[src/rtl/clkmon_pkg.sv]
package clkmon_pkg;

    typedef enum logic [1:0] {
        ST_HUNT = 2'd0,
        ST_HOLD = 2'd1,
        ST_LOCK = 2'd2
    } sync_st_e;

    localparam logic [2:0] CODE_BAD = 3'd7;

    // Supported cycles-per-frame ratios, ascending code order.
    function automatic logic [2:0] ratio_code(input logic [15:0] n);
        case (n)
            16'd128: return 3'd0;
            16'd192: return 3'd1;
            16'd256: return 3'd2;
            16'd384: return 3'd3;
            16'd512: return 3'd4;
            16'd768: return 3'd5;
            default: return CODE_BAD;
        endcase
    endfunction

    function automatic logic [15:0] ratio_len(input logic [2:0] c);
        case (c)
            3'd0:    return 16'd128;
            3'd1:    return 16'd192;
            3'd2:    return 16'd256;
            3'd3:    return 16'd384;
            3'd4:    return 16'd512;
            3'd5:    return 16'd768;
            default: return 16'd0;
        endcase
    endfunction

endpackage

[src/rtl/frm_period_ctr.sv]
module frm_period_ctr #(
    parameter int MISS_LIMIT = 1024,
    parameter int CW         = $clog2(MISS_LIMIT + 2)
) (
    input  logic          clk,
    input  logic          rst,
    input  logic          fclk_i,
    output logic          edge_o,
    output logic [CW-1:0] period_o,
    output logic          miss_o
);
    localparam logic [CW-1:0] SAT = CW'(MISS_LIMIT + 1);

    logic          fclk_q;
    logic [CW-1:0] cnt;

    assign edge_o   = fclk_i & ~fclk_q;
    assign period_o = cnt;
    assign miss_o   = (cnt == SAT);

    always_ff @(posedge clk) begin
        if (rst) begin
            fclk_q <= 1'b0;
            cnt    <= SAT;
        end else begin
            fclk_q <= fclk_i;
            if (edge_o)
                cnt <= CW'(1);
            else if (cnt < SAT)
                cnt <= cnt + 1'b1;
        end
    end
endmodule

[src/rtl/ratio_qual.sv]
module ratio_qual
    import clkmon_pkg::*;
#(
    parameter int MISS_LIMIT = 1024,
    parameter int CW         = $clog2(MISS_LIMIT + 2)
) (
    input  logic          clk,
    input  logic          rst,
    input  logic          edge_i,
    input  logic [CW-1:0] period_i,
    input  logic          clr_i,
    output logic          acq_o,
    output logic [2:0]    code_o
);
    localparam logic [CW-1:0] SAT = CW'(MISS_LIMIT + 1);

    logic [CW-1:0] prev;
    logic [CW-1:0] diff;

    assign code_o = ratio_code(16'(period_i));
    assign diff   = (prev > period_i) ? (prev - period_i) : (period_i - prev);
    assign acq_o  = edge_i && (code_o != CODE_BAD) && (diff <= CW'(1));

    always_ff @(posedge clk) begin
        if (rst)
            prev <= SAT;
        else if (clr_i)
            prev <= SAT;
        else if (edge_i)
            prev <= period_i;
    end
endmodule

[src/rtl/phase_trk.sv]
module phase_trk #(
    parameter int CW        = 11,
    parameter int BITS      = 64,
    parameter int DRIFT_MAX = 6,
    parameter int PW        = $clog2(BITS + 1)
) (
    input  logic          clk,
    input  logic          rst,
    input  logic          bclk_i,
    input  logic          edge_i,
    input  logic          align_i,
    input  logic [CW-1:0] lock_len_i,
    output logic          drift_bad_o
);
    logic [CW-1:0] ref_cnt;
    logic          bclk_q;
    logic          brise;
    logic          wrap;
    logic [PW-1:0] bpos;
    logic [PW-1:0] pos;
    logic [PW-1:0] drift;

    assign brise = bclk_i & ~bclk_q;
    assign wrap  = (ref_cnt == lock_len_i);
    assign pos   = wrap ? '0 : bpos;
    assign drift = (pos <= PW'(BITS / 2)) ? pos : (PW'(BITS) - pos);
    assign drift_bad_o = edge_i && (drift > PW'(DRIFT_MAX));

    always_ff @(posedge clk) begin
        if (rst) begin
            ref_cnt <= '0;
            bclk_q  <= 1'b0;
            bpos    <= '0;
        end else begin
            bclk_q <= bclk_i;
            if (align_i || wrap)
                ref_cnt <= CW'(1);
            else
                ref_cnt <= ref_cnt + 1'b1;
            if (align_i || wrap)
                bpos <= brise ? PW'(1) : '0;
            else if (brise && bpos < PW'(BITS))
                bpos <= bpos + 1'b1;
        end
    end
endmodule

[src/rtl/clk_sync_mon.sv]
module clk_sync_mon
    import clkmon_pkg::*;
#(
    parameter int MISS_LIMIT = 1024,
    parameter int BITS       = 64,
    parameter int DRIFT_MAX  = 6
) (
    input  logic       clk,
    input  logic       rst,
    input  logic       bclk_i,
    input  logic       fclk_i,
    output logic [2:0] ratio_code_o,
    output logic       clk_fault_o,
    output logic       force_mid_o
);
    localparam int CW = $clog2(MISS_LIMIT + 2);

    sync_st_e      state;
    logic [2:0]    lock_code;
    logic          f_edge;
    logic [CW-1:0] period;
    logic          miss;
    logic          acq;
    logic [2:0]    cand_code;
    logic          drift_bad;
    logic          held;
    logic          lose;
    logic          align;
    logic [CW-1:0] lock_len;

    assign held     = (state != ST_HUNT);
    assign lose     = held && (miss || drift_bad);
    assign align    = (state == ST_HUNT) && acq;
    assign lock_len = CW'(ratio_len(lock_code));

    frm_period_ctr #(.MISS_LIMIT(MISS_LIMIT), .CW(CW)) u_period (
        .clk(clk), .rst(rst), .fclk_i(fclk_i),
        .edge_o(f_edge), .period_o(period), .miss_o(miss)
    );

    ratio_qual #(.MISS_LIMIT(MISS_LIMIT), .CW(CW)) u_qual (
        .clk(clk), .rst(rst), .edge_i(f_edge), .period_i(period),
        .clr_i(lose), .acq_o(acq), .code_o(cand_code)
    );

    phase_trk #(.CW(CW), .BITS(BITS), .DRIFT_MAX(DRIFT_MAX)) u_phase (
        .clk(clk), .rst(rst), .bclk_i(bclk_i), .edge_i(f_edge),
        .align_i(align), .lock_len_i(lock_len), .drift_bad_o(drift_bad)
    );

    always_ff @(posedge clk) begin
        if (rst) begin
            state     <= ST_HUNT;
            lock_code <= CODE_BAD;
        end else begin
            case (state)
                ST_HUNT: begin
                    if (acq) begin
                        state     <= ST_HOLD;
                        lock_code <= cand_code;
                    end
                end
                default: begin
                    if (lose)
                        state <= ST_HUNT;
                    else if (f_edge && state == ST_HOLD)
                        state <= ST_LOCK;
                end
            endcase
        end
    end

    assign clk_fault_o  = (state == ST_HUNT);
    assign force_mid_o  = (state != ST_LOCK);
    assign ratio_code_o = (state == ST_HUNT) ? CODE_BAD : lock_code;
endmodule

[config.mk]
export PLATFORM = sky130hd
export DESIGN_NAME = clk_sync_mon
export DESIGN_NICKNAME = d
export VERILOG_FILES = /design/src/rtl/clkmon_pkg.sv /design/src/rtl/frm_period_ctr.sv /design/src/rtl/ratio_qual.sv /design/src/rtl/phase_trk.sv /design/src/rtl/clk_sync_mon.sv
export SDC_FILE = /design/constraint.sdc
export NUM_CORES = 1
export LEC_CHECK = 0
export CORE_AREA = 2 2 87 89
export CTS_BUF_LIST = sky130_fd_sc_hd__clkbuf_4
export DETAILED_ROUTE_END_ITERATION = 10
export DIE_AREA = 0 0 89 91
export GPL_TIMING_DRIVEN = 0
export HOLD_SLACK_MARGIN = 0.03
export PLACE_DENSITY = 0.73
export SYNTH_ARGS = -nofsm -noshare
export SYNTH_HDL_FRONTEND = slang
export SYNTH_SLANG_ARGS = --single-unit
[constraint.sdc]
create_clock -name clk -period 7.8 [get_ports clk]
set_clock_uncertainty 0.15 [all_clocks]
set_input_delay 1.56 -clock clk [delete_from_list [all_inputs] [get_ports clk]]
set_output_delay 1.56 -clock clk [all_outputs]
set_load 0.005 [all_outputs]
==> metrics, run 1 <==
met1 Use GR=0.262; Post-synth EDFFs=0; Clock Power Share=0.302; Worst Hold Path Cells=2; period utilisation layout=0.593; Clock Latency Late Sink=0.38 ns; worst-case hold slack=roughly 0.37 ns; final net count=between 400 and 500; CTS resizes=0; Top Ports=9; Syn Nets=480; Power Dens Cells=approximately 140 nW/um^2; die height=91 um; initial core utilization=0.485; drt total wl=around 7600 um; Hold EP=u_qual.prev[10]; total power=roughly 0.52 mW; Slew HR=0.592; synthesized area=about 3500 sq um; share of layout cells above drive strength 1=0.0672; Comb pwr share=0.215; Vias/cell=~5.6; remaining antenna violation count=0; non-filler cells, final=560; max-cap viol count=0; Worst EP arrival=4.74 ns; leak pwr=around 1.5 nW; Worst Tran Pin Value=between 0.6 and 0.7 ns; Net Sw Frac=0.309; post-CTS setup buffer count=0; CTS tree=built; Final TNS setup=0 ns; Net Switching=roughly 0.16 mW; routability cong.=about 0.9; buffers added on ports=8; internal power=0.360 mW; post-place instance area=approximately 3700 sq um; post-DR wirelength/cell=13.5 um; Mapped Avg Cell Area=slightly below 8 sq um; pin count of the biggest net entering global routing=17; Placeable Area=about 7000 sq um; CP startpoint kind=register; vias in the first global route=2,877; outcome=completed; row cnt=31; CP max stage cell=or4b_2; WS Path Type=reg2reg; main flop type after synthesis=dfxtp_1; area grow syn2layout=8.32%; synth warn=0; synth top area cells=dfxtp_1 27%, ha_1 10%, nor2_1 6.9%; DRT iter0 DRCs=roughly 160; grt ovf=0; clk slew on worst S/H paths=about 0.15 ns; crit-path cells=clkbuf_1 > xor2_1 > or3_1 > o311a_1 > a2111oi_4 > nand2b_1 > ha_1 > or4b_2 > a21oi_1 > nand2_1 > a21boi_1 > o21bai_1 > nand4_1 > o2bb2ai_1 > nor2b_1 > or2_1 > clkbuf_1 > nor2_1; Crit Path Max Fanout=9; met3 global-route usage=0.0300; Setup crit end kind=register; Num CTS Buffers=5; peak supply drop=~0.000065 V; final number of setup-violating endpoints=0; Die ar.=about 8100 sq um; final instance area=between 3000 and 4000 sq um; detailed-route via count=slightly above 3,000; ANT cells=0; most used routing layer=met2; hold_buf cts=0; First-pass DRT Iterations=4; CP max stage delay=0.62 ns; reg2reg path depth=18; DP Cell Count=between 500 and 600; overall global routing resource usage=0.197; Clock Tree Root=clkbuf_4; Pins Over Slew Limit=0; first-pass GRT wire length=around 13,000 um; sequential cell area fraction in the yosys report=0.272; Synth area leader=dfxtp_1; Worst R2R Setup Slack=about 3.2 ns; CTS max path bufs=2; Flop pwr share=0.483; RR Startpoint=u_phase.ref_cnt[7]; crit path time final=roughly 4.6 ns; CP required=7.91 ns; met2 global-route usage=0.328; Synth top area share=0.272; DR DRC count=0; #FFs+latches synth=47; RSZ-0062 raised after global routing=no; Max Clk Rate=216 MHz; Critical Path Most Common Cell=clkbuf_1; H-tree depth=2; DP HPWL=about 5800 um; ys async rst share=0; CTS Sinks=47; crit path launch=u_phase.ref_cnt[7]; Die W=approximately 89 um; Fin. Hold Viols=0; library cells used by synthesis=61; Hold Startpoint=u_qual.prev[10]; reg2reg end=u_qual.prev[4]; initial antenna violation count=0; worst hold path class=reg2reg; Mapped Cells=about 450
-- placed cells by master (no fill, tap or decap), types with 6 or more instances in the layout --
master	count
nor2_1	64
dfxtp_1	47
a21oi_1	36
inv_1	34
ha_1	29
nand2_1	24
nand3_1	23
o21ai_0	18
xnor2_1	14
clkbuf_1	13
xor2_1	13
nand2b_1	11
nor3_1	8
nand4_1	8
clkdlybuf4s50_1	8
o21bai_1	7
or3_1	6
a21o_1	6
-- state kept, by name, summed over array words and instances (netlist names) --
name               cells
lock_code              3
state                  2
u_period.fclk_q        1
u_period.period_o     11
u_phase.bclk_q         1
u_phase.bpos           7
u_phase.ref_cnt       11
u_qual.prev           11
-- through the flow --
stage,setup slack [ns],util
after detailed placement,3.25,0.513
after global routing,2.77,0.525
final,3.17,0.525
after global placement,3.29,0.513
after floorplan,3.86,-
after CTS,3.20,0.525
-- critical path: cells and delay by family (launching register included) --
family / cells / cell delay [ns]
buffers and inverters: 2 / 0.65
XOR/XNOR: 1 / 0.11
adder cells (fa/ha/maj): 1 / 0.21
flip-flops: 1 / 0.34
AND/OR/NAND/NOR: 8 / 1.72
AO/OA/AOI/OAI: 6 / 1.34
-- kinds of logic (layout without fill, tap and decap cells) --
kind of cell / Yosys count / count (layout) / synth area share
flip-flops: 47 / 47 / 0.272
buffers and inverters: 56 / 72 / 0.0694
AND/OR/NAND/NOR: 179 / 179 / 0.264
AO/OA/AOI/OAI: 99 / 99 / 0.192
multiplexers: 6 / 6 / 0.0181
XOR/XNOR: 27 / 27 / 0.0684
adder cells (fa/ha/maj): 31 / 31 / 0.116
-- synthesized netlist by cell type (3+ instances only) --
library cell,count
nor2_1,64
dfxtp_1,47
a21oi_1,36
inv_1,34
ha_1,29
nand2_1,24
nand3_1,23
o21ai_0,18
xnor2_1,14
clkbuf_1,13
xor2_1,13
nand2b_1,11
nand4_1,8
nor3_1,8
o21bai_1,7
a21o_1,6
or3_1,6
buf_4,5
nor2b_1,5
nor4_1,5
a31oi_1,4
and3_1,4
mux2i_1,4
nand3b_1,4
o211ai_1,4
buf_2,3
or2_2,3
-- worst max-delay path by stage --
stage / endpoint / slack, ns / depth (start not counted)
4_1_cts: u_qual.prev[4] / 3.20 / 18
6_report: u_qual.prev[4] / 3.17 / 18
3_5_place_dp: u_qual.prev[4] / 3.25 / 18
5_1_grt: u_qual.prev[5] / 2.77 / 18
3_3_place_gp: u_phase.bpos[5] / 3.29 / 10
2_1_floorplan: u_qual.prev[1] / 3.86 / 18
-- area by class of cell --
| class | instances | area, sq um |
|---|---|---|
| multi-input cells | 342 | 2280 |
| fillers | 690 | 3390 |
| plain buffers | 22 | 113 |
| clock buffers | 5 | 37.5 |
| flip-flops and latches | 47 | 941 |
| repair buffers | 8 | 80.1 |
| clock inverters | 3 | 46.3 |
| inverters | 34 | 128 |
| well taps | 99 | 124 |
-- metal layers --
layer,up-vias,routed length (um)
li1,1570,-
met1,1472,3600
met2,66,3610
met3,8,268
met4,0,108
met5,-,0
-- power groups by stage --
stage / logic (mW) / registers (mW) / clock network, mW
6_report: 0.112 / 0.252 / 0.157
3_5_place_dp: 0.111 / 0.257 / 0
2_1_floorplan: 0.0883 / 0.255 / 0
5_1_grt: 0.127 / 0.253 / 0.170
3_3_place_gp: 0.108 / 0.256 / 0
4_1_cts: 0.112 / 0.252 / 0.160
(Power assumes the default switching activity.)
==> inputs of run 2 (changes only) <==
- PLACE_DENSITY: 0.73 -> 0.75
- clock period: 7.8 -> 3.8 ns (I/O delays scaled with it)
==> metrics, run 2 (synthesis results as in run 1) <==
max-cap viol count=0; Setup crit end kind=register; buffers added on ports=8; Fillers=roughly 650; reg2reg end=u_qual.prev[7]; period utilisation layout=1.01; setup ws final=-0.0366 ns; Worst R2R Setup Slack=-0.04 ns; crit path time final=3.84 ns; Slew HR=0.640; post-DR wirelength/cell=approximately 14 um; remaining antenna violation count=0; Fin. Hold Viols=0; Final TNS setup=-0.289 ns; Worst Hold Path Cells=2; Clock Latency Late Sink=between 0.3 and 0.4 ns; RR Startpoint=lock_code[0]; die height=slightly above 90 um; Die W=between 80 and 90 um; CP startpoint kind=register; WS Path Type=reg2reg; CTS max path bufs=2; share of layout cells above drive strength 1=0.203; detailed-route via count=~3,200; CTS tree=built; Max Clk Rate=about 260 MHz; First-pass DRT Iterations=5; Num CTS Buffers=5; vias in the first global route=a little under 3,000; commonest non-fill, non-tap cell in the layout=nor2_1; post-place setup slack=-0.496 ns; pin count of the biggest net entering global routing=15; CP required=a little under 4 ns; Hold Startpoint=u_qual.prev[10]; RSZ-0062 raised after global routing=yes; first-pass GRT wire length=approximately 13,000 um; Power Dens Cells=~270 nW/um^2; H-tree depth=2; outcome=finished, violations left; Pins Over Slew Limit=0; initial core utilization=0.485; DP HPWL=approximately 5700 um; reg2reg path depth=16; CP max stage cell=a2111oi_4; most frequent cells in the layout=59 x nor2_1, 34 x a21oi_1, 33 x dfxtp_1; peak supply drop=about 0.00019 V; worst-case hold slack=0.353 ns; drt total wl=a little over 8000 um; hold_buf cts=0; Top Ports=9; Placeable Area=around 7000 sq um; routability cong.=between 0.8 and 0.9; CTS Sinks=47; CP max stage delay=0.46 ns; DRT iter0 DRCs=131; area grow syn2layout=18.2%; Clock Tree Root=clkbuf_4; Hold EP=u_qual.prev[10]; ANT cells=0; total power=between 1 and 1.5 mW; final core utilization=0.573; failing checks=setup timing; Multi-input gate area=2470 sq um; Worst Tran Pin Value=0.535 ns; row cnt=31; crit-path cells=or2_2 > a21oi_2 > o21bai_2 > a2111oi_4 > nand2b_4 > ha_4 > or4b_4 > a21o_1 > nand3_1 > a21boi_1 > o21bai_1 > nand4_1 > o2bb2ai_2 > nor2b_4 > or2_4 > nor2_1; DR DRC count=0; final net count=around 510; Crit Path Max Fanout=5; Worst EP arrival=approximately 4 ns; leak pwr=about 1.6 nW; overall global routing resource usage=0.201; worst hold path class=reg2reg; storage element area=roughly 1000 sq um; clk slew on worst S/H paths=between 0.1 and 0.15 ns; Vias/cell=5.55; final number of setup-violating endpoints=15; initial antenna violation count=0; grt ovf=0; Die ar.=between 8000 and 9000 sq um
## run 2: cell types whose count changed in the layout (fill, tap and decap cells not counted), moves of 5 or more
cell,previous run,this run
nor2_1,64,59
ha_4,0,5
nor2_2,0,5
ha_1,29,23
dfxtp_4,0,6
dfxtp_1,47,33
buf_4,5,19
clkbuf_1,13,7
dfxtp_2,0,8
## run 2: through the flow
| stage | std cells | cell area, sq um |
|---|---|---|
| floorplan | 445 | 3460 |
| detailed placement | 552 | 3670 |
| CTS | 563 | 3890 |
| finish | 573 | 4090 |
| global route | 573 | 4090 |
| global placement | 552 | 3670 |
## run 2: area by class of cell
class                      instances  area share
buffer                            17      0.0272
clock buffer                       5     0.00918
clock inverter                     3     0.00948
inverter                          34      0.0312
multi-input combinational        343       0.604
sequential                        47       0.238
tap                               99      0.0303
timing repair buffer              25      0.0502
## run 2: report_power, final
part / internal [mW] / switching, mW
logic: 0.139 / 0.153
registers: 0.499 / 0.0149
clock network: 0.136 / 0.161
## run 2: how the worst max path moves through the flow
stage               cells after the start            endpoint            startpoint
global placement                       18      u_qual.prev[2]    u_phase.ref_cnt[7]
global route                           15  u_phase.ref_cnt[7]  u_period.period_o[5]
floorplan                              18      u_qual.prev[1]    u_phase.ref_cnt[7]
CTS                                    16      u_qual.prev[2]          lock_code[0]
finish                                 16      u_qual.prev[7]          lock_code[0]
detailed placement                     18      u_qual.prev[2]    u_phase.ref_cnt[7]
## run 2: critical path, delay by kind of cell, from the launching register on
kind / cells / cell delay, ns
AND/OR/NAND/NOR: 8 / 1.79
adder cells (fa/ha/maj): 1 / 0.14
flip-flops: 1 / 0.38
AO/OA/AOI/OAI: 7 / 1.31
## run 2: layer usage
metal / GRT usage / wire length [um]
met1: 0.253 / 3610
met2: 0.346 / 4100
met3: 0.0327 / 301
met4: 0.0609 / 164
met5: 0 / 0
## run 2: repair_timing
item,CTS,global route
setup buffers,7,8
pin swaps,7,23
gates cloned,1,2
gates resized for setup,33,37
endpoints found under the setup margin,34,33
